--- config.mk ---
export PLATFORM = sky130hd
export DESIGN_NAME = mode_xfer_seq
export DESIGN_NICKNAME = d
export VERILOG_FILES = /design/src/rtl/xfer_pkg.sv /design/src/rtl/xfer_cond.sv /design/src/rtl/xfer_div.sv /design/src/rtl/mode_xfer_seq.sv
export SDC_FILE = /design/constraint.sdc
export NUM_CORES = 1
export LEC_CHECK = 0
export BUFFER_PORTS_ARGS = -buffer_cell sky130_fd_sc_hd__buf_2
export CAP_MARGIN = 30
export CORE_ASPECT_RATIO = 1.5
export CORE_MARGIN = 3
export CORE_UTILIZATION = 36
export CTS_BUF_LIST = sky130_fd_sc_hd__clkbuf_4 sky130_fd_sc_hd__clkbuf_8 sky130_fd_sc_hd__clkbuf_16
export CTS_CLUSTER_SIZE = 16
export DETAILED_ROUTE_END_ITERATION = 10
export MAX_ROUTING_LAYER = met4
export PLACE_DENSITY = 0.61
export SETUP_SLACK_MARGIN = 0.02
export SYNTH_ARGS = -nofsm -noshare
export SYNTH_HDL_FRONTEND = slang
export SYNTH_SLANG_ARGS = --single-unit
export TNS_END_PERCENT = 30
--- constraint.sdc ---
create_clock -name clk -period 2.29 [get_ports clk]
set_input_delay 0.3435 -clock clk [delete_from_list [all_inputs] [get_ports clk]]
set_output_delay 0.3435 -clock clk [all_outputs]
set_load 0.01 [all_outputs]
--- src/rtl/xfer_pkg.sv ---
package xfer_pkg;
  typedef enum logic [1:0] {MODE_SUB = 2'd0, MODE_HIGH = 2'd1, MODE_MED = 2'd2} xmode_e;
  typedef enum logic [1:0] {PH_RUN = 2'd0, PH_PRE = 2'd1, PH_WAIT = 2'd2, PH_EXC = 2'd3} phase_e;

  localparam int PRE_STATES = 3;   // sleep execution (2) + internal processing (1)
  localparam int EXC_STATES = 14;  // interrupt exception window

  // Settling wait in system states for a select code.
  function automatic int unsigned wait_states(input logic [2:0] sel, input int unsigned base);
    if (sel[2]) return base << 4;
    return base << sel[1:0];
  endfunction

  // Oscillator cycles per system state for a target mode.
  function automatic int unsigned osc_per_state(input logic med, input int unsigned hi_div,
                                                input int unsigned med_div);
    return med ? med_div : hi_div;
  endfunction
endpackage

--- src/rtl/xfer_cond.sv ---
module xfer_cond (
  input  logic       stby_en,
  input  logic       lowspd_on,
  input  logic       direct_on,
  input  logic       tmr_mode,
  input  logic       medspd_on,
  output logic       cond_ok,
  output logic [1:0] tgt
);
  import xfer_pkg::*;
  assign cond_ok = stby_en & ~lowspd_on & direct_on & tmr_mode;
  assign tgt     = medspd_on ? MODE_MED : MODE_HIGH;
endmodule

--- src/rtl/xfer_div.sv ---
module xfer_div #(
  parameter int PW = 5
) (
  input  logic          clk,
  input  logic          rst_n,
  input  logic          clr,
  input  logic          tick,
  input  logic [PW-1:0] period,
  output logic          state_end
);
  logic [PW-1:0] cnt_q;

  assign state_end = tick & ~clr & (cnt_q == period - 1'b1);

  always_ff @(posedge clk) begin
    if (!rst_n)                cnt_q <= '0;
    else if (clr || state_end) cnt_q <= '0;
    else if (tick)             cnt_q <= cnt_q + 1'b1;
  end
endmodule

--- src/rtl/mode_xfer_seq.sv ---
module mode_xfer_seq #(
  parameter int WAIT_BASE = 8192,
  parameter int HI_DIV    = 2,
  parameter int MED_DIV   = 16,
  parameter int SUB_DIV   = 8,
  localparam int MAX_WAIT = WAIT_BASE * 16,
  localparam int W_CNT_W  = $clog2(xfer_pkg::PRE_STATES * SUB_DIV + 1),
  localparam int O_CNT_W  = $clog2((MAX_WAIT + xfer_pkg::EXC_STATES) * MED_DIV + 1)
) (
  input  logic               clk,
  input  logic               rst_n,
  input  logic               sleep_req,
  input  logic               stby_en,
  input  logic               lowspd_on,
  input  logic               direct_on,
  input  logic               medspd_on,
  input  logic               tmr_mode,
  input  logic [2:0]         wait_sel,
  input  logic               osc_tick,
  input  logic               watch_tick,
  output logic [1:0]         mode,
  output logic [1:0]         clk_sel,
  output logic               busy,
  output logic [W_CNT_W-1:0] watch_cnt,
  output logic [O_CNT_W-1:0] osc_cnt
);
  import xfer_pkg::*;

  localparam int ST_W    = $clog2(MAX_WAIT + 1);
  localparam int DIV_MAX = (MED_DIV > SUB_DIV) ? MED_DIV : SUB_DIV;
  localparam int DIV_W   = $clog2(DIV_MAX + 1);

  phase_e            ph_q;
  logic [1:0]        mode_q, sel_q, tgt_q;
  logic [ST_W-1:0]   st_q, wlen_q;
  logic              cond_ok;
  logic [1:0]        tgt_now;

  // Named internal events.
  logic              start_xfer, sub_state_end, sys_state_end;
  logic              pre_last, wait_last, exc_last, in_sys;
  logic [DIV_W-1:0]  sys_period;

  xfer_cond u_cond (
    .stby_en  (stby_en),
    .lowspd_on(lowspd_on),
    .direct_on(direct_on),
    .tmr_mode (tmr_mode),
    .medspd_on(medspd_on),
    .cond_ok  (cond_ok),
    .tgt      (tgt_now)
  );

  assign in_sys     = (ph_q == PH_WAIT) || (ph_q == PH_EXC);
  assign sys_period = DIV_W'(osc_per_state(tgt_q == MODE_MED, HI_DIV, MED_DIV));

  xfer_div #(.PW(DIV_W)) u_sub_div (
    .clk      (clk),
    .rst_n    (rst_n),
    .clr      (ph_q != PH_PRE),
    .tick     (watch_tick),
    .period   (DIV_W'(SUB_DIV)),
    .state_end(sub_state_end)
  );

  xfer_div #(.PW(DIV_W)) u_sys_div (
    .clk      (clk),
    .rst_n    (rst_n),
    .clr      (~in_sys),
    .tick     (osc_tick),
    .period   (sys_period),
    .state_end(sys_state_end)
  );

  assign start_xfer = sleep_req & (ph_q == PH_RUN) & (mode_q == MODE_SUB) & cond_ok;
  assign pre_last   = (ph_q == PH_PRE)  & sub_state_end & (st_q == ST_W'(PRE_STATES - 1));
  assign wait_last  = (ph_q == PH_WAIT) & sys_state_end & (st_q == wlen_q - 1'b1);
  assign exc_last   = (ph_q == PH_EXC)  & sys_state_end & (st_q == ST_W'(EXC_STATES - 1));

  always_ff @(posedge clk) begin
    if (!rst_n) begin
      ph_q   <= PH_RUN;
      mode_q <= MODE_SUB;
      sel_q  <= MODE_SUB;
      tgt_q  <= MODE_HIGH;
      st_q   <= '0;
      wlen_q <= '0;
    end else begin
      unique case (ph_q)
        PH_RUN: if (start_xfer) begin
          ph_q   <= PH_PRE;
          tgt_q  <= tgt_now;
          wlen_q <= ST_W'(wait_states(wait_sel, WAIT_BASE));
          st_q   <= '0;
        end
        PH_PRE: if (pre_last) begin
          ph_q  <= PH_WAIT;
          sel_q <= tgt_q;
          st_q  <= '0;
        end else if (sub_state_end) st_q <= st_q + 1'b1;
        PH_WAIT: if (wait_last) begin
          ph_q <= PH_EXC;
          st_q <= '0;
        end else if (sys_state_end) st_q <= st_q + 1'b1;
        PH_EXC: if (exc_last) begin
          ph_q   <= PH_RUN;
          mode_q <= tgt_q;
          st_q   <= '0;
        end else if (sys_state_end) st_q <= st_q + 1'b1;
        default: ph_q <= PH_RUN;
      endcase
    end
  end

  always_ff @(posedge clk) begin
    if (!rst_n) begin
      watch_cnt <= '0;
      osc_cnt   <= '0;
    end else if (start_xfer) begin
      watch_cnt <= '0;
      osc_cnt   <= '0;
    end else begin
      if (ph_q == PH_PRE && watch_tick) watch_cnt <= watch_cnt + 1'b1;
      if (in_sys && osc_tick)           osc_cnt   <= osc_cnt + 1'b1;
    end
  end

  assign mode    = mode_q;
  assign clk_sel = sel_q;
  assign busy    = (ph_q != PH_RUN);
endmodule

* After elaboration in Yosys (flattened, before gate mapping)
Cells that the tools add are included.
** Storage, ports and cells
- Input port bits :: 13
- Logic and storage cells :: 89
- Output and inout port bits :: 32
- Bits in registers :: 81
** Cells by class
- Equal/unequal tests :: 15
- Add/subtract/negate cells :: 7
- Bitwise gates (word level) :: 20
- Reductions and logical operators :: 16
- Shifts and indexed selects :: 1
- Multiplexer cells :: 20
** Operators by type and width (number)
- $mux 18 :: 8
- $pmux 18 s4 :: 1
- $add 22x1->22 const B :: 1
- $add 18x1->18 const B :: 1
- $eq 18x18->1 :: 1
- $eq 18x2->1 const B :: 1
- $eq 18x4->1 const B :: 1
- $shl 14x2->18 const A :: 1
- $sub 18x1->18 const B :: 1
- $and 1x1->1 :: 16
- $add 5x1->5 const B :: 3
- $mux 2 :: 5
- $ne 2x2->1 const B :: 4
- $pmux 2 s4 :: 1
- $reduce_and 2->1 :: 4
- $eq 2x2->1 const B :: 3
- $reduce_or 2->1 :: 3
- $eq 5x3->1 const B :: 1
- $eq 5x5->1 :: 1
- $mux 5 :: 1
- $sub 5x1->5 const B :: 1
- $logic_not 2->1 :: 2
- $mux 1 :: 4
- $not 1->1 :: 4
- 7 further kinds :: 10

* Depth between registers and ports, before layout
Gate-level depths: netlist (run 1).
- Depth in word-level cells :: 9
- Gate-level depth with buffers :: 10
- Depth with buffers taken out :: 9

* Cells and area by module
Synthesis (run 1) repeated with hierarchy kept, for this count alone.
** Unflattened totals
- Cell total of the unflattened synthesis :: 530
- Area total of the unflattened synthesis :: 4254.1 um^2
** Modules (own cells, without submodules)
- mode_xfer_seq :: sequential area each 1161.1 um^2, area an instance 3439.5 um^2, cells each 439, instances 1
- xfer_div :: sequential area each 100.1 um^2, area an instance 396.6 um^2, cells each 44, instances 2
- xfer_cond :: sequential area each 0.0 um^2, area an instance 21.3 um^2, cells each 3, instances 1

* Worst setup path after synthesis (run 1)
Ideal clock, no wire load.
- Path type :: reg-to-reg
- Start point :: register ph_q[0]
- End point :: register st_q[2]
- Arrival :: 2109 ps
- Path slack :: 67 ps
- Data required time :: 2176 ps
- Clock period less this slack :: 2223 ps
- Library setup time :: 114 ps
- Stages on the path, launching flop included :: 11
- Path buffers :: 1
- Path through :: dfxtp_1 > inv_1 > ha_1 > o21a_2 > nand3b_1 > o41ai_2 > nand3b_2 > o221ai_4 > buf_6 > o22ai_2 > a21o_1
** On the way
- Cells in the longest elaborated chain, start to end :: 8
- Elaborated cells on any way between the ends :: 28
- Classes of those cells :: 6 x eq/ne; 5 x mux; 14 x bitwise; 3 x reduce/logical
** Ends and longest elaborated chain
- start: declaration :: RTL line mode_xfer_seq.sv:33 : phase_e ph_q;
- start signal: assignment :: RTL line mode_xfer_seq.sv:82 : ph_q <= PH_RUN;
- start signal: assignment :: RTL line mode_xfer_seq.sv:91 : ph_q <= PH_PRE;
- start signal: assignment :: RTL line mode_xfer_seq.sv:97 : ph_q <= PH_WAIT;
- $eq 2x2->1 (tied with other cells) :: RTL line mode_xfer_seq.sv:54, mode_xfer_seq.sv:77, mode_xfer_seq.sv:89
- $logic_or 1x1->1 / $not 1->1 (equally long branches) :: RTL line mode_xfer_seq.sv:54, xfer_div.sv:13
- $and 1x1->1 (2 in a row) :: RTL line xfer_div.sv:13 : assign state_end = tick & ~clr & (cnt_q == period - 1'b1);
- $and 1x1->1 (on tied branches) (2 in a row) :: RTL line mode_xfer_seq.sv:78, mode_xfer_seq.sv:76, mode_xfer_seq.sv:77
- $mux 18 (tied with other cells) :: RTL line mode_xfer_seq.sv:105 : PH_EXC: if (exc_last) begin
- $pmux 18 s4 / $reduce_and 2->1 (equally long branches)
- end signal: assignment :: RTL line mode_xfer_seq.sv:100 : end else if (sub_state_end) st_q <= st_q + 1'b1;
- end signal: assignment :: RTL line mode_xfer_seq.sv:104 : end else if (sys_state_end) st_q <= st_q + 1'b1;
- end signal: assignment :: RTL line mode_xfer_seq.sv:109 : end else if (sys_state_end) st_q <= st_q + 1'b1;
- end: declaration :: RTL line mode_xfer_seq.sv:35 : logic [ST_W-1:0] st_q, wlen_q;
Parallel ways exist; a longest one is shown, timed or not.
A chain may end at the register's enable or synchronous reset.

* Worst setup path after layout (run 1)
- Start point :: register ph_q[0]
- End point :: register st_q[12]
The elaborated chain is that of the path after synthesis.

==> results of run 1 <==
-- where the power goes --
part / internal, mW / switching, mW
combinational: 0.258 / 0.281
sequential: 1.20 / 0.0248
clock: 0.859 / 0.497
total: 2.32 / 0.803
-- logic make-up (layout without fill, tap and decap cells) --
group / count (synthesis) / count (layout) / share of synthesized area, %
xor+xnor: 39 / 39 / 9.76
compound gates: 62 / 63 / 13.5
simple gates: 180 / 180 / 26.0
fa+ha+maj: 13 / 13 / 4.65
flops: 68 / 68 / 38.9
buf+inv: 31 / 111 / 3.68
mux: 12 / 12 / 3.43
-- cell type report --
cell class | count | share of cell area [%]
clock buffers | 10 | 5.20
multi-input cells | 307 | 48.4
repair buffers | 78 | 10.8
well taps | 112 | 3.05
flip-flops and latches | 68 | 29.9
inverters | 18 | 1.52
clock inverters | 5 | 1.14
-- synth_stat cells (all sizes together), types with 2 or more instances --
library cell   n
and3          11
a21oi          8
a2bb2oi        5
nand3b         3
o22ai          3
o31ai          5
and4           2
nor3b          3
xor2          28
ha            13
mux2i         12
o21ai         13
clkbuf         8
nor3           4
o41ai          3
nand3         15
inv           18
buf            5
dfxtp         68
a21o           6
xnor2         11
and2           8
nor2          63
nand2         37
o211ai         4
nor4           9
nand4         16
or3            4
o21a           2
nor4b          2
-- worst max-delay path, stage by stage (launching register included) --
cell and delay [ns]:
dfxtp_4 0.36, inv_4 0.07, ha_4 0.12, o21a_2 0.12, nand3b_1 0.21, o41ai_4 0.40, nand3b_4 0.17, buf_6 0.16
nor2_4 0.13, buf_12 0.14, a2bb2oi_2 0.15, o41ai_2 0.09
-- registers in the layout, summed over array words and instances, names as in the netlist --
name / count
osc_cnt: 22
st_q: 18
u_sub_div.cnt_q: 5
u_sys_div.cnt_q: 5
watch_cnt: 5
wlen_q: 5
clk_sel: 2
mode: 2
ph_q: 2
tgt_q: 2
-- metal layers --
layer,up-vias,GRT usage (%),routed length [um]
met5,-,-,0
met3,12,3.57,311
met2,60,28.1,4470
met1,1478,17.9,3490
li1,1592,-,-
met4,0,5.41,153
-- path summary, 6_finish.rpt --
path	start	to	slack [ns]
max reg2reg	ph_q[0]	st_q[12]	0.05
max	ph_q[0]	st_q[12]	0.05
min reg2reg	clk_sel[0]	clk_sel[0]	0.50
min	medspd_on	tgt_q[0]	0.25
-- timing repair --
action / CTS / global route
gates cloned: 1 / 0
setup endpoints to repair: 8 / 21
gates resized for setup: 6 / 47
pin swaps: 8 / 17
buffers inserted: 0 / 6
hold buffers: 0 / 0
==> flow_summary.toml, run 1 <==
[timing]
max_freq_mhz = 446
setup_tns_ns = 0
finalHoldViolations = 0
setup_viol = 0
tightest_slew_ns = 0.599
layout_setup_ws_ns = 0.0498
slew_violations = 0
rsz0062_at_grt = "yes"
holdWs_ns = 0.255
fin_crit_sh_pct = 97.8
finClkSkew_ns = 0.00564
period_needed_ns = 2.24
slew_headroom_pct = 59.9

[clock_network]
root_buffer = "clkbuf_16"
cts_tree = "done"
htreeDepth = 3
clk_pin_slew_ns = 0.06
max-clock-path-buffers = 2
cts_buffers = 9
cts_sinks = 68
clock_latency_ns = 0.33

[detailed_routing]
via_count = 3142
viasPerCell = 5.25
ant_nets = 0
post_drt_wl_per_cell_um = 14.1
first_pass_iters = 4
drc = 0
totalWireLength_mm = 8.42
first_iter_violations = 106

[placed_design]
placed_area_um2 = 4010
place_ws_ns = -0.0107
place_inst = 576
finalWeightedCongestion = 0.842
dp_hpwl_mm = 6.07
io_buffers = 44

[cells_and_area]
drive_gt1_share_pct = 29.0
fin_util_pct = 49.1
design_area_um2 = 4600
final_nets = 508
multiInputGateArea_um2 = 2230
fillers = 875
n_antenna_cell = 0
syn_to_final_growth_pct = 31.5
seqCellArea_um2 = 1380
final_cells = 598
final_cell_mix = "61 x nor2_1, 61 x dfxtp_1, 44 x buf_2"

[power_and_ir_drop]
power_mw = 3.12
p_per_area_nw_per_um2 = 679
ir_worst_vdd_mv = 0.495
leakage_nw = 1.95

[worst_hold_path]
hp-class = "in -> reg"
min_delay_path_depth = 2

[floorplanning]
rows = 43
die-area_um2 = 11000
core_area_um2 = 9360
die_w_um = 86.5
initial_core_util_pct = 37.4
die_h_um = 127
io-pin-count = 45

[critical_path]
worstSetupStartpointType = "flip-flop"
cp.required_ns = 2.50
arrival_ns = 2.45
reg2regPathDepth = 11
crit_type = "reg -> reg"
cp_max_fo = 5
end_kind = "flip-flop"

[global_routing]
grt_pass1_wl_mm = 13.9
grt_pass1_vias = 2905
grtUsageTotal_pct = 16.1
grt_max_degree = 28
grt_overflow = 0
antenna_found_initial = 0

[synthesis]
synth_ff_type = "dfxtp_1"
synth-async-reset-ratio_pct = 0
synth_area_leaders = "dfxtp_1 39%, xor2_1 7.0%, nor2_1 6.7%"
syn_area_um2 = 3500
synth_edf_count = 0
synth_cells = 405
yosys.area.top_type = "dfxtp_1"
synthesis.nets = 431
seq_area_frac_synth_pct = 38.9
synth-seq-cells = 68
avgSynthCellArea_um2 = 8.64
ys.warnings.count = 0
yosys.cell_types.count = 56
netlist.area_leader.share_pct = 38.9

[status]
status = "complete, no violations"

[flow_run]
drv_cap = 0
(Power assumes the default switching activity.)
==> run 2, diff against run 1 <==
PLACE_DENSITY = 0.59   (was 0.61)
SKIP_CTS_REPAIR_TIMING = 1   (was not set)
SLEW_MARGIN = 10   (was not set)
clock period = 2.45 ns   (was 2.29 ns; I/O delays follow)
==> flow_summary.toml, run 2 (synthesis gave the netlist of run 1 again) <==
[cells_and_area]
regMostFlops = "osc_cnt"
fin_util_pct = 46.6
largest_reg_flops = 22
reg_top3 = "osc_cnt x22, st_q x18"
mostFrequentLayoutCell = "dfxtp_1"
final_nets = 492
design_area_um2 = 4360
final_cell_mix = "68 x dfxtp_1, 61 x nor2_1, 44 x buf_2"
n_antenna_cell = 0
syn_to_final_growth_pct = 24.7
drive_gt1_share_pct = 21.0
final_cells = 583

[flow_run]
drv_cap = 0

[detailed_routing]
first_iter_violations = 142
first_pass_iters = 4
drc = 0
totalWireLength_mm = 7.93
viasPerCell = 5.25
via_count = 3062
ant_nets = 0
post_drt_wl_per_cell_um = 13.6

[critical_path]
cp_max_fo = 7
arrival_ns = 2.55
end_kind = "flip-flop"
cp.required_ns = 2.68
worstSetupStartpointType = "flip-flop"
crit_type = "reg -> reg"

[worst_hold_path]
hp-class = "in -> reg"

[floorplanning]
rows = 43
die_h_um = 127
die_w_um = 86.5
initial_core_util_pct = 37.4
core_area_um2 = 9360
die-area_um2 = 11000
io-pin-count = 45

[timing]
finalHoldViolations = 0
slew_headroom_pct = 59.5
rsz0062_at_grt = "yes"
max_freq_mhz = 432
tightest_slew_ns = 0.591
holdWs_ns = 0.268
fin_crit_sh_pct = 94.6
slew_violations = 0
finClkSkew_ns = 0.00759
layout_setup_ws_ns = 0.133
setup_tns_ns = 0
period_needed_ns = 2.32
setup_viol = 0

[status]
status = "complete, no violations"

[power_and_ir_drop]
power_mw = 2.94
p_per_area_nw_per_um2 = 674
leakage_nw = 1.87
ir_worst_vdd_mv = 0.505

[clock_network]
cts_buffers = 9
max-clock-path-buffers = 2
cts_sinks = 68
cts_tree = "done"
clock_latency_ns = 0.34
htreeDepth = 3
root_buffer = "clkbuf_16"
clk_pin_slew_ns = 0.06

[global_routing]
grt_max_degree = 28
grtUsageTotal_pct = 15.2
antenna_found_initial = 0
grt_overflow = 0
grt_pass1_vias = 2795
grt_pass1_wl_mm = 13.0

[placed_design]
place_inst = 566
place_ws_ns = 0.0543
placed_area_um2 = 3930
dp_hpwl_mm = 5.81
finalWeightedCongestion = 0.813
io_buffers = 44
-- run 2: cell types whose count changed in the layout (fill, tap and decap cells not counted), sizes merged --
cell | before | now
buf | 78 | 62
bufinv | 1 | 2
clkinvlp | 1 | 0
clkbuf | 10 | 12
clkinv | 3 | 2
-- run 2: critical path: stages, from the launching register on --
cell,delay [ns]
dfxtp_1,0.40
nor4_4,0.34
nand4_1,0.24
o41ai_4,0.39
nand3b_4,0.19
o221ai_4,0.30
o21ai_0,0.15
a21o_1,0.20
-- run 2: power by group --
group	internal (mW)	switching, mW	leakage (nW)	total [mW]
Sequential	1.12	0.0161	0.548	1.14
Combinational	0.142	0.223	1.15	0.365
Clock	0.970	0.466	0.169	1.44
Total	2.23	0.706	1.87	2.94
-- run 2: layer usage --
layer  up-vias  GRT usage (%)  wire [um]
met3        13           2.99        338
li1       1553              -          -
met4         0           6.70        160
met1      1444           16.7       3250
met5         -              -          0
met2        52           26.2       4190
-- run 2: cell type report --
cell class,count,area (um^2)
clock buffer,12,267
clock inverter,4,70.1
fill,928,5000
inverter,18,67.6
multi-input combinational,307,2100
sequential,68,1360
tap,112,140
timing repair buffer,62,355
-- run 2: final timing paths --
check / from / end / slack [ns] / cells past startpoint
worst max register to register: st_q[13] / st_q[5] / 0.13 / 7
worst min register to register: clk_sel[1] / clk_sel[1] / 0.50 / 2
worst max-delay path: st_q[13] / st_q[5] / 0.13 / 7
worst min-delay path: medspd_on / tgt_q[0] / 0.27 / 2
